<file path="config.mk">
export PLATFORM = sky130hd
export DESIGN_NAME = boot_triplet_loader
export DESIGN_NICKNAME = d
export VERILOG_FILES = /design/src/rtl/boot_pkg.sv /design/src/rtl/boot_src_sel.sv /design/src/rtl/boot_rec_seq.sv /design/src/rtl/boot_wr_ctl.sv /design/src/rtl/boot_triplet_loader.sv
export SDC_FILE = /design/constraint.sdc
export NUM_CORES = 1
export LEC_CHECK = 0
export ABC_AREA = 1
export ABC_CLOCK_PERIOD_IN_PS = 1540
export BUFFER_PORTS_ARGS = -buffer_cell sky130_fd_sc_hd__buf_4
export CAP_MARGIN = 5
export CORE_MARGIN = 4
export CORE_UTILIZATION = 50
export CTS_CLUSTER_DIAMETER = 40
export DETAILED_ROUTE_END_ITERATION = 6
export PLACE_DENSITY = 0.82
export SETUP_SLACK_MARGIN = 0.02
export SYNTH_ARGS = -nofsm -noshare
export SYNTH_HDL_FRONTEND = slang
export SYNTH_SLANG_ARGS = --single-unit
</file>
<file path="constraint.sdc">
create_clock -name clk -period 1.54 [get_ports clk]
set_input_delay 0.308 -clock clk [delete_from_list [all_inputs] [get_ports clk]]
set_output_delay 0.308 -clock clk [all_outputs]
set_load 0.02 [all_outputs]
</file>
<file path="src/rtl/boot_pkg.sv">
package boot_pkg;

    localparam int BYTE_W = 8;
    localparam int ADDR_W = 2 * BYTE_W;

    typedef logic [BYTE_W-1:0] byte_t;
    typedef logic [ADDR_W-1:0] addr_t;

    typedef enum logic [1:0] {
        PH_ADDR_HI = 2'd0,
        PH_ADDR_LO = 2'd1,
        PH_DATA    = 2'd2
    } phase_e;

    typedef struct packed {
        logic  io;
        addr_t addr;
        byte_t data;
    } wr_rec_t;

    localparam addr_t EXIT_IO_ADDR = 16'h0024;
    localparam byte_t EXIT_DATA    = 8'h80;

    // Turn three bytes into one write; the space bit is removed from I/O addresses.
    function automatic wr_rec_t build_rec(byte_t hi, byte_t lo, byte_t d);
        wr_rec_t r;
        r.io   = hi[BYTE_W-1];
        r.addr = {hi, lo};
        if (r.io) begin
            r.addr[ADDR_W-1] = 1'b0;
        end
        r.data = d;
        return r;
    endfunction

    function automatic logic is_exit(wr_rec_t r);
        return r.io && (r.addr == EXIT_IO_ADDR) && (r.data == EXIT_DATA);
    endfunction

endpackage

</file>
<file path="src/rtl/boot_src_sel.sv">
module boot_src_sel
    import boot_pkg::*;
#(
    parameter int SRC_N = 2,
    localparam int SEL_W = (SRC_N > 1) ? $clog2(SRC_N) : 1
) (
    input  logic                   clk,
    input  logic                   rst,
    input  logic [SEL_W-1:0]       strap_sel,
    input  logic                   enable,
    input  logic [SRC_N-1:0]       src_valid,
    input  logic [SRC_N-1:0][BYTE_W-1:0] src_data,
    output logic [SRC_N-1:0]       src_ready,
    output logic                   take,
    output byte_t                  take_byte
);

    logic [SEL_W-1:0] sel_q;

    always_ff @(posedge clk) begin
        if (rst) begin
            sel_q <= strap_sel;
        end
    end

    for (genvar g = 0; g < SRC_N; g++) begin : g_rdy
        assign src_ready[g] = enable && (sel_q == SEL_W'(g));
    end

    always_comb begin
        take      = 1'b0;
        take_byte = '0;
        for (int i = 0; i < SRC_N; i++) begin
            if (src_ready[i] && src_valid[i]) begin
                take      = 1'b1;
                take_byte = src_data[i];
            end
        end
    end

endmodule

</file>
<file path="src/rtl/boot_rec_seq.sv">
module boot_rec_seq
    import boot_pkg::*;
(
    input  logic    clk,
    input  logic    rst,
    input  logic    take,
    input  byte_t   take_byte,
    output logic    rec_valid,
    output wr_rec_t rec
);

    phase_e phase_q;
    byte_t  hi_q;
    byte_t  lo_q;

    always_ff @(posedge clk) begin
        if (rst) begin
            phase_q <= PH_ADDR_HI;
            hi_q    <= '0;
            lo_q    <= '0;
        end else if (take) begin
            unique case (phase_q)
                PH_ADDR_HI: begin
                    hi_q    <= take_byte;
                    phase_q <= PH_ADDR_LO;
                end
                PH_ADDR_LO: begin
                    lo_q    <= take_byte;
                    phase_q <= PH_DATA;
                end
                default: begin
                    phase_q <= PH_ADDR_HI;
                end
            endcase
        end
    end

    assign rec_valid = take && (phase_q == PH_DATA);
    assign rec       = build_rec(hi_q, lo_q, take_byte);

endmodule

</file>
<file path="src/rtl/boot_wr_ctl.sv">
module boot_wr_ctl
    import boot_pkg::*;
(
    input  logic    clk,
    input  logic    rst,
    input  logic    boot_strap,
    input  logic    rec_valid,
    input  wr_rec_t rec,
    output logic    wr_en,
    output wr_rec_t wr_q,
    output logic    active,
    output logic    exit_pend,
    output logic    go
);

    always_ff @(posedge clk) begin
        if (rst) begin
            active    <= boot_strap;
            wr_en     <= 1'b0;
            wr_q      <= '0;
            exit_pend <= 1'b0;
            go        <= 1'b0;
        end else begin
            wr_en     <= rec_valid;
            exit_pend <= rec_valid && is_exit(rec);
            go        <= exit_pend;
            if (rec_valid) begin
                wr_q <= rec;
            end
            if (exit_pend) begin
                active <= 1'b0;
            end
        end
    end

endmodule

</file>
<file path="src/rtl/boot_triplet_loader.sv">
module boot_triplet_loader
    import boot_pkg::*;
#(
    parameter logic [15:0] FETCH_VECTOR = 16'h0000
) (
    input  logic        clk,
    input  logic        rst,
    input  logic        strap_a,
    input  logic        strap_b,
    input  logic        strap_src,
    input  logic        ser_valid,
    input  logic [7:0]  ser_data,
    output logic        ser_ready,
    input  logic        par_valid,
    input  logic [7:0]  par_data,
    output logic        par_ready,
    output logic        wr_en,
    output logic        wr_io,
    output logic [15:0] wr_addr,
    output logic [7:0]  wr_data,
    output logic        boot_active,
    output logic        fetch_go,
    output logic [15:0] fetch_addr
);

    localparam int SRC_N = 2;

    logic [SRC_N-1:0]             src_valid;
    logic [SRC_N-1:0][BYTE_W-1:0] src_data;
    logic [SRC_N-1:0]             src_ready;
    logic                         take;
    byte_t                        take_byte;
    logic                         rec_valid;
    wr_rec_t                      rec;
    wr_rec_t                      wr_q;
    logic                         exit_pend;

    assign src_valid = {par_valid, ser_valid};
    assign src_data  = {par_data, ser_data};
    assign ser_ready = src_ready[0];
    assign par_ready = src_ready[1];

    boot_src_sel #(.SRC_N(SRC_N)) u_src (
        .clk       (clk),
        .rst       (rst),
        .strap_sel (strap_src),
        .enable    (boot_active && !exit_pend),
        .src_valid (src_valid),
        .src_data  (src_data),
        .src_ready (src_ready),
        .take      (take),
        .take_byte (take_byte)
    );

    boot_rec_seq u_seq (
        .clk       (clk),
        .rst       (rst),
        .take      (take),
        .take_byte (take_byte),
        .rec_valid (rec_valid),
        .rec       (rec)
    );

    boot_wr_ctl u_wr (
        .clk        (clk),
        .rst        (rst),
        .boot_strap (strap_a && strap_b),
        .rec_valid  (rec_valid),
        .rec        (rec),
        .wr_en      (wr_en),
        .wr_q       (wr_q),
        .active     (boot_active),
        .exit_pend  (exit_pend),
        .go         (fetch_go)
    );

    assign wr_io      = wr_q.io;
    assign wr_addr    = wr_q.addr;
    assign wr_data    = wr_q.data;
    assign fetch_addr = FETCH_VECTOR;

endmodule

</file>
==> flow_summary.json, run 1 <==
{
  "arrival_ps": 1790,
  "yosysWarnings": 0,
  "whs_ps": 183,
  "vias": 1910,
  "dpl_worst_slack_ps": -34.4,
  "worst-path-buf-inv": 3,
  "port_buffers": 51,
  "power.ir.vdd_worst_mv": 0.517,
  "hold_buffers": 0,
  "grt_max_degree": 39,
  "synth_area_per_cell_um2": 7.49,
  "grt_util_all_layers_pct": 17.6,
  "worst_ep_required_time_ps": 1770,
  "failed_checks": "setup timing",
  "syn-instance-count": 275,
  "cp_cell_sequence": "inv_2 > nor2_4 > buf_4 > nand4_1 > o21ai_0 > buf_4 > nor2_1 > nand3_1 > nor2_1",
  "finalPower_uw": 2540,
  "clock_sinks": 47,
  "cts_tree": "built",
  "maxUsedRoutingLayer": "met4",
  "status": "complete, but fails checks",
  "startpoint_type": "flop",
  "critPathSlowestCell": "edfxtp_1",
  "holdCritPathClass": "in -> reg",
  "fin_skew_ps": 5.09,
  "grt_pass1_vias": 1750,
  "seq_area_frac_synth_pct": 46.6,
  "cts_buffers": 5,
  "critical-path-max-stage-delay_ps": 420,
  "met1_length_mm": 1.95,
  "critPathMaxFanout": 4,
  "clk_latency_ps": 290,
  "fin_nets": 360,
  "globalplace.congestion": 0.848,
  "dp_hpwl_mm": 3.28,
  "min_period_ps": 1560,
  "wl_met2_mm": 2.50,
  "synth_top_area_share_pct": 43.7,
  "die-area_mm2": 0.00521,
  "row_count": 23,
  "die_w_um": 72.2,
  "yosysTopAreaCell": "dfxtp_1",
  "io-pin-count": 69,
  "dr.pass1.iters": 4,
  "post_drt_wl_per_cell_um": 12.6,
  "ys_top_cells_by_area": "dfxtp_1, nor2_1, o21ai_0",
  "p_per_area_mw_per_mm2": 915,
  "synth.distinct_cells": 25,
  "initial_core_util_pct": 51.5,
  "n_antenna_cell": 0,
  "dr_wl_met3_um": 364,
  "setup_viol": 1,
  "antenna_found_initial": 0,
  "netlist_area_mm2": 0.00206,
  "reg2reg_slack_ps": -20,
  "fin_area_mm2": 0.00278,
  "final_layout_size_suffix_gt1_share_pct": 31.4,
  "place_area_mm2": 0.00244,
  "overflow": 0,
  "finalCritPeriodShare_pct": 101,
  "route.detailed.drc": 0,
  "drt_wl_total_mm": 4.87,
  "postRouteAntennaNets": 0,
  "die_h_um": 72.2,
  "design.core.area_mm2": 0.00400,
  "clk_transition_reported_paths_ps": 80,
  "path_delay_family": "simple AND/OR/NAND/NOR gates",
  "grt_first_pass_wirelength_mm": 7.29,
  "worst-setup-path-type": "reg -> reg",
  "fmax_mhz": 641,
  "area_delta_synth_final_pct": 35.0,
  "ys_ff_latch": 47,
  "htree_levels": 2,
  "clock_path_buffers": 2,
  "first_iter_violations": 203,
  "rsz0062_at_grt": "yes",
  "finish.utilization_pct": 69.5,
  "p_leak_uw": 0.00119,
  "vias_per_cell": 4.92,
  "root_buffer": "clkbuf_8",
  "crit_path_end_kind": "flop",
  "drv_cap": 0,
  "slew_viol_final": 0,
  "setup_slack_ps": -19.7,
  "finalHoldViolCount": 0
}
-- logic make-up after synthesis --
group / Yosys count / share of synthesized area (%)
compound gates: 43 / 10.4
buf+inv: 41 / 11.5
simple gates: 143 / 31.2
other cells: 1 / 0.182
flops: 47 / 46.6
-- per-stage QoR --
stage               instances  TNS, ps
global placement          370        0
CTS                       381    -20.1
floorplan                 291        0
finish                    388    -19.7
detailed placement        370     -160
global route              388    -2830
-- per-layer routing --
metal | GRT usage, % | up-vias
met1 | 20.4 | 860
met3 | 4.29 | 5
li1 | - | 980
met4 | 8.14 | 0
met2 | 30.2 | 65
met5 | 0 | -
-- what timing repair did --
action                     4_1_cts  5_1_grt
buffers inserted                 3        5
cloned                           0        2
gates resized for setup          5       39
pin swaps                        2        8
setup endpoints to repair       35       42
-- worst reg2reg max path, cell delays in order (launching register included) --
cell and delay (ps):
edfxtp_1 420, inv_2 150, nor2_4 80, buf_4 150, nand4_1 80, o21ai_0 110
buf_4 170, nor2_1 120, nand3_1 100, nor2_1 110
-- final cells by class --
class	instances	area, µm²
Timing Repair Buffer	65	532
Multi-Input combinational cell	205	1050
Sequential cell	47	962
Tap cell	50	62.6
Clock buffer	7	108
Fill cell	322	1220
Inverter	13	61.3
Clock inverter	1	5.00
-- Yosys cell counts --
| cell type | instances |
|---|---|
| nand3_2 | 2 |
| nor2_1 | 89 |
| a21oi_1 | 7 |
| nand4_1 | 6 |
| o21ai_0 | 32 |
| nand3_1 | 12 |
| nand3_4 | 2 |
| o21ai_1 | 4 |
| nor2_4 | 1 |
| dfxtp_1 | 45 |
| nor3_2 | 1 |
| nor3_1 | 1 |
| or2_2 | 1 |
| clkbuf_1 | 6 |
| clkbuf_2 | 2 |
| buf_2 | 1 |
| buf_4 | 17 |
| nand2_1 | 25 |
| inv_1 | 12 |
| buf_6 | 2 |
| nand2_4 | 2 |
| clkinv_2 | 1 |
| nor3b_1 | 1 |
| edfxtp_1 | 2 |
| conb_1 | 1 |
-- final timing paths --
kind / start / endpoint / depth (start not counted)
min: strap_src / u_src.sel_q / 1
max reg2reg: u_wr.active / u_wr.exit_pend / 9
max: u_wr.active / u_wr.exit_pend / 9
min reg2reg: u_wr.wr_q[1] / u_wr.wr_q[1] / 2
-- flip-flops by register name (all words and copies together) (netlist names) --
name / flops
u_seq.hi_q: 8
u_wr.exit_pend: 1
u_wr.active: 1
u_seq.lo_q: 8
u_wr.go: 1
u_wr.wr_en: 1
u_wr.wr_q: 24
u_src.sel_q: 1
u_seq.phase_q: 2
-- where the power goes --
group | switching (µW) | internal, µW | total [µW]
combinational | 235 | 154 | 389
clock | 400 | 460 | 860
sequential | 33.2 | 1260 | 1290
-- placed cells by master, fill, tap and decap left out, drive strengths merged, types with 6 or more instances in the layout --
| cell | count |
|---|---|
| nand2 | 28 |
| buf | 65 |
| nand4 | 6 |
| dfxtp | 45 |
| o21ai | 36 |
| nand3 | 17 |
| inv | 10 |
| conb | 17 |
| a21oi | 7 |
| clkbuf | 7 |
| nor2 | 90 |
Power figures use the tool's default switching activity.
==> inputs of run 2 (changes only) <==
Settings changed: CAP_MARGIN 5 to 30, CORE_ASPECT_RATIO set to 1.75.
==> run 2 against run 1 <==
  * The run still ends with setup timing left
  * Setup slack got worse by 43 ps
  * Flip-flop and latch count did not move
  * Sequential share of layout area rose by 1.0 points
  * Via count rose by 3.2%
  * Non-clock buffer count rose by 3
  * Design area fell by 2.9%
  * Global-route usage rose by 1.3 points
  * Worst hold slack improved by 5.9 ps
  * Combinational power rose by 2%
  * Sequential power barely moved
  * Critical path type unchanged
==> flow_summary.json, run 2 (synthesis results as in run 1) <==
{
  "status": "complete, but fails checks",
  "failed_checks": "setup timing",
  "finalCritPeriodShare_pct": 104,
  "overflow": 0,
  "vias": 1972,
  "design.core.area_mm2": 0.00394,
  "reg2reg_slack_ps": -60,
  "dr.pass1.iters": 4,
  "post_drt_wl_per_cell_um": 13.5,
  "area_delta_synth_final_pct": 31.1,
  "worst_ep_required_time_ps": 1720,
  "die-area_mm2": 0.00525,
  "row_count": 30,
  "antenna_found_initial": 0,
  "htree_levels": 2,
  "postRouteAntennaNets": 0,
  "r2r-end": "u_seq.hi_q[5]",
  "whs_path_depth": 1,
  "cts_buffers": 5,
  "initial_core_util_pct": 52.3,
  "clk_transition_reported_paths_ps": 80,
  "finish.utilization_pct": 68.5,
  "clk_latency_ps": 300,
  "final_layout_size_suffix_gt1_share_pct": 29.0,
  "crit_path_end_kind": "flop",
  "p_leak_uw": 0.00118,
  "whs_ps": 189,
  "p_per_area_mw_per_mm2": 927,
  "power.ir.vdd_worst_mv": 0.779,
  "largest_register_ffs": 24,
  "fmax_mhz": 624,
  "setup_viol": 1,
  "die_w_um": 56.5,
  "regMostFlops": "u_wr.wr_q",
  "drt_wl_total_mm": 5.19,
  "first_iter_violations": 53,
  "clock_path_buffers": 2,
  "grt_max_degree": 37,
  "vias_per_cell": 5.11,
  "route.detailed.drc": 0,
  "fin_nets": 361,
  "layout_commonest_cell": "nor2_1",
  "min_from": "strap_src",
  "n_antenna_cell": 0,
  "arrival_ps": 1790,
  "root_buffer": "clkbuf_8",
  "port_buffers": 51,
  "dpl_worst_slack_ps": -37.9,
  "cts_tree": "built",
  "fin_skew_ps": 5.74,
  "grt_pass1_vias": 1811,
  "die_h_um": 92.9,
  "finalHoldViolCount": 0,
  "finalPower_uw": 2500,
  "holdPathEnd": "u_src.sel_q",
  "io-pin-count": 69,
  "r2r-start": "u_wr.active",
  "worst-setup-path-type": "reg -> reg",
  "critPathMaxFanout": 8,
  "grt_util_all_layers_pct": 18.8,
  "setup_slack_ps": -62.9,
  "slew_viol_final": 0,
  "clock_sinks": 47,
  "drv_cap": 0,
  "r2r_cells": 8,
  "grt_first_pass_wirelength_mm": 7.80,
  "reg_top3": "u_wr.wr_q x24, u_seq.hi_q x8, u_seq.lo_q x8",
  "rsz0062_at_grt": "yes",
  "final_cell_mix": "nor2_1, buf_4, dfxtp_1",
  "fillers": 342,
  "holdCritPathClass": "in -> reg",
  "dp_hpwl_mm": 3.60,
  "globalplace.congestion": 0.783,
  "min_period_ps": 1600,
  "startpoint_type": "flop"
}
-- run 2: changes by cell type in the layout (fill, tap and decap cells not counted), sizes merged --
cell / previous run / this run
nand2: 28 / 27
nand3: 17 / 16
buf: 65 / 68
clkinv: 2 / 1
-- run 2: final cells by class --
class	instances	area (µm²)	share of cell area, %
multi-input combinational	203	983	36.4
inverter	13	61.3	2.27
tap	48	60.1	2.22
clock buffer	7	97.6	3.61
sequential	47	962	35.6
timing repair buffer	68	537	19.9
-- run 2: timing repair --
| item | CTS | global route |
|---|---|---|
| cloned | 0 | 0 |
| gates resized for setup | 9 | 29 |
| endpoints found under the setup margin | 43 | 43 |
| pin swaps | 3 | 6 |
| buffers inserted | 5 | 7 |
| hold buffers | 0 | 0 |
-- run 2: worst max-delay path, stage by stage (launching register included) --
cell and delay, ps:
edfxtp_1 370, inv_2 80, nor2_4 190, nand3_4 140
nand2_8 130, nand3_4 140, buf_4 170, o21ai_0 190
nor2_1 80
-- run 2: metal layers --
metal  share of wire (%)  GRT usage (%)  up-vias
met1                  33           17.1      904
met3                 6.6           4.04       14
met4                 3.2           10.3        0
li1                    -              -      973
met5                   0              0        -
met2                  57           36.7       81
-- run 2: power breakdown --
part | leakage [µW] | internal, µW | switching, µW | total (µW)
logic | 0.000747 | 162 | 236 | 398
clock network | 0.0000495 | 411 | 397 | 808
registers | 0.000384 | 1260 | 36.2 | 1300
total | 0.00118 | 1830 | 669 | 2500
-- run 2: stage by stage --
stage / TNS [ps] / cell area, µm² / instances
detailed placement: -348 / 2420 / 367
global route: -575 / 2700 / 386
CTS: 0 / 2590 / 379
finish: -62.9 / 2700 / 386
floorplan: 0 / 2130 / 291
global placement: 0 / 2420 / 367
-- run 2: worst max-delay path by stage --
stage	start	endpoint	slack, ps	depth (start not counted)
final	u_wr.active	u_seq.hi_q[5]	-60	8
after global routing	u_wr.active	u_seq.hi_q[5]	-140	8
after CTS	u_wr.active	ser_ready	20	4
after detailed placement	u_src.sel_q	u_wr.wr_q[8]	-40	7
after global placement	u_src.sel_q	u_wr.wr_q[1]	30	7
after floorplan	u_wr.active	u_wr.wr_q[17]	20	8
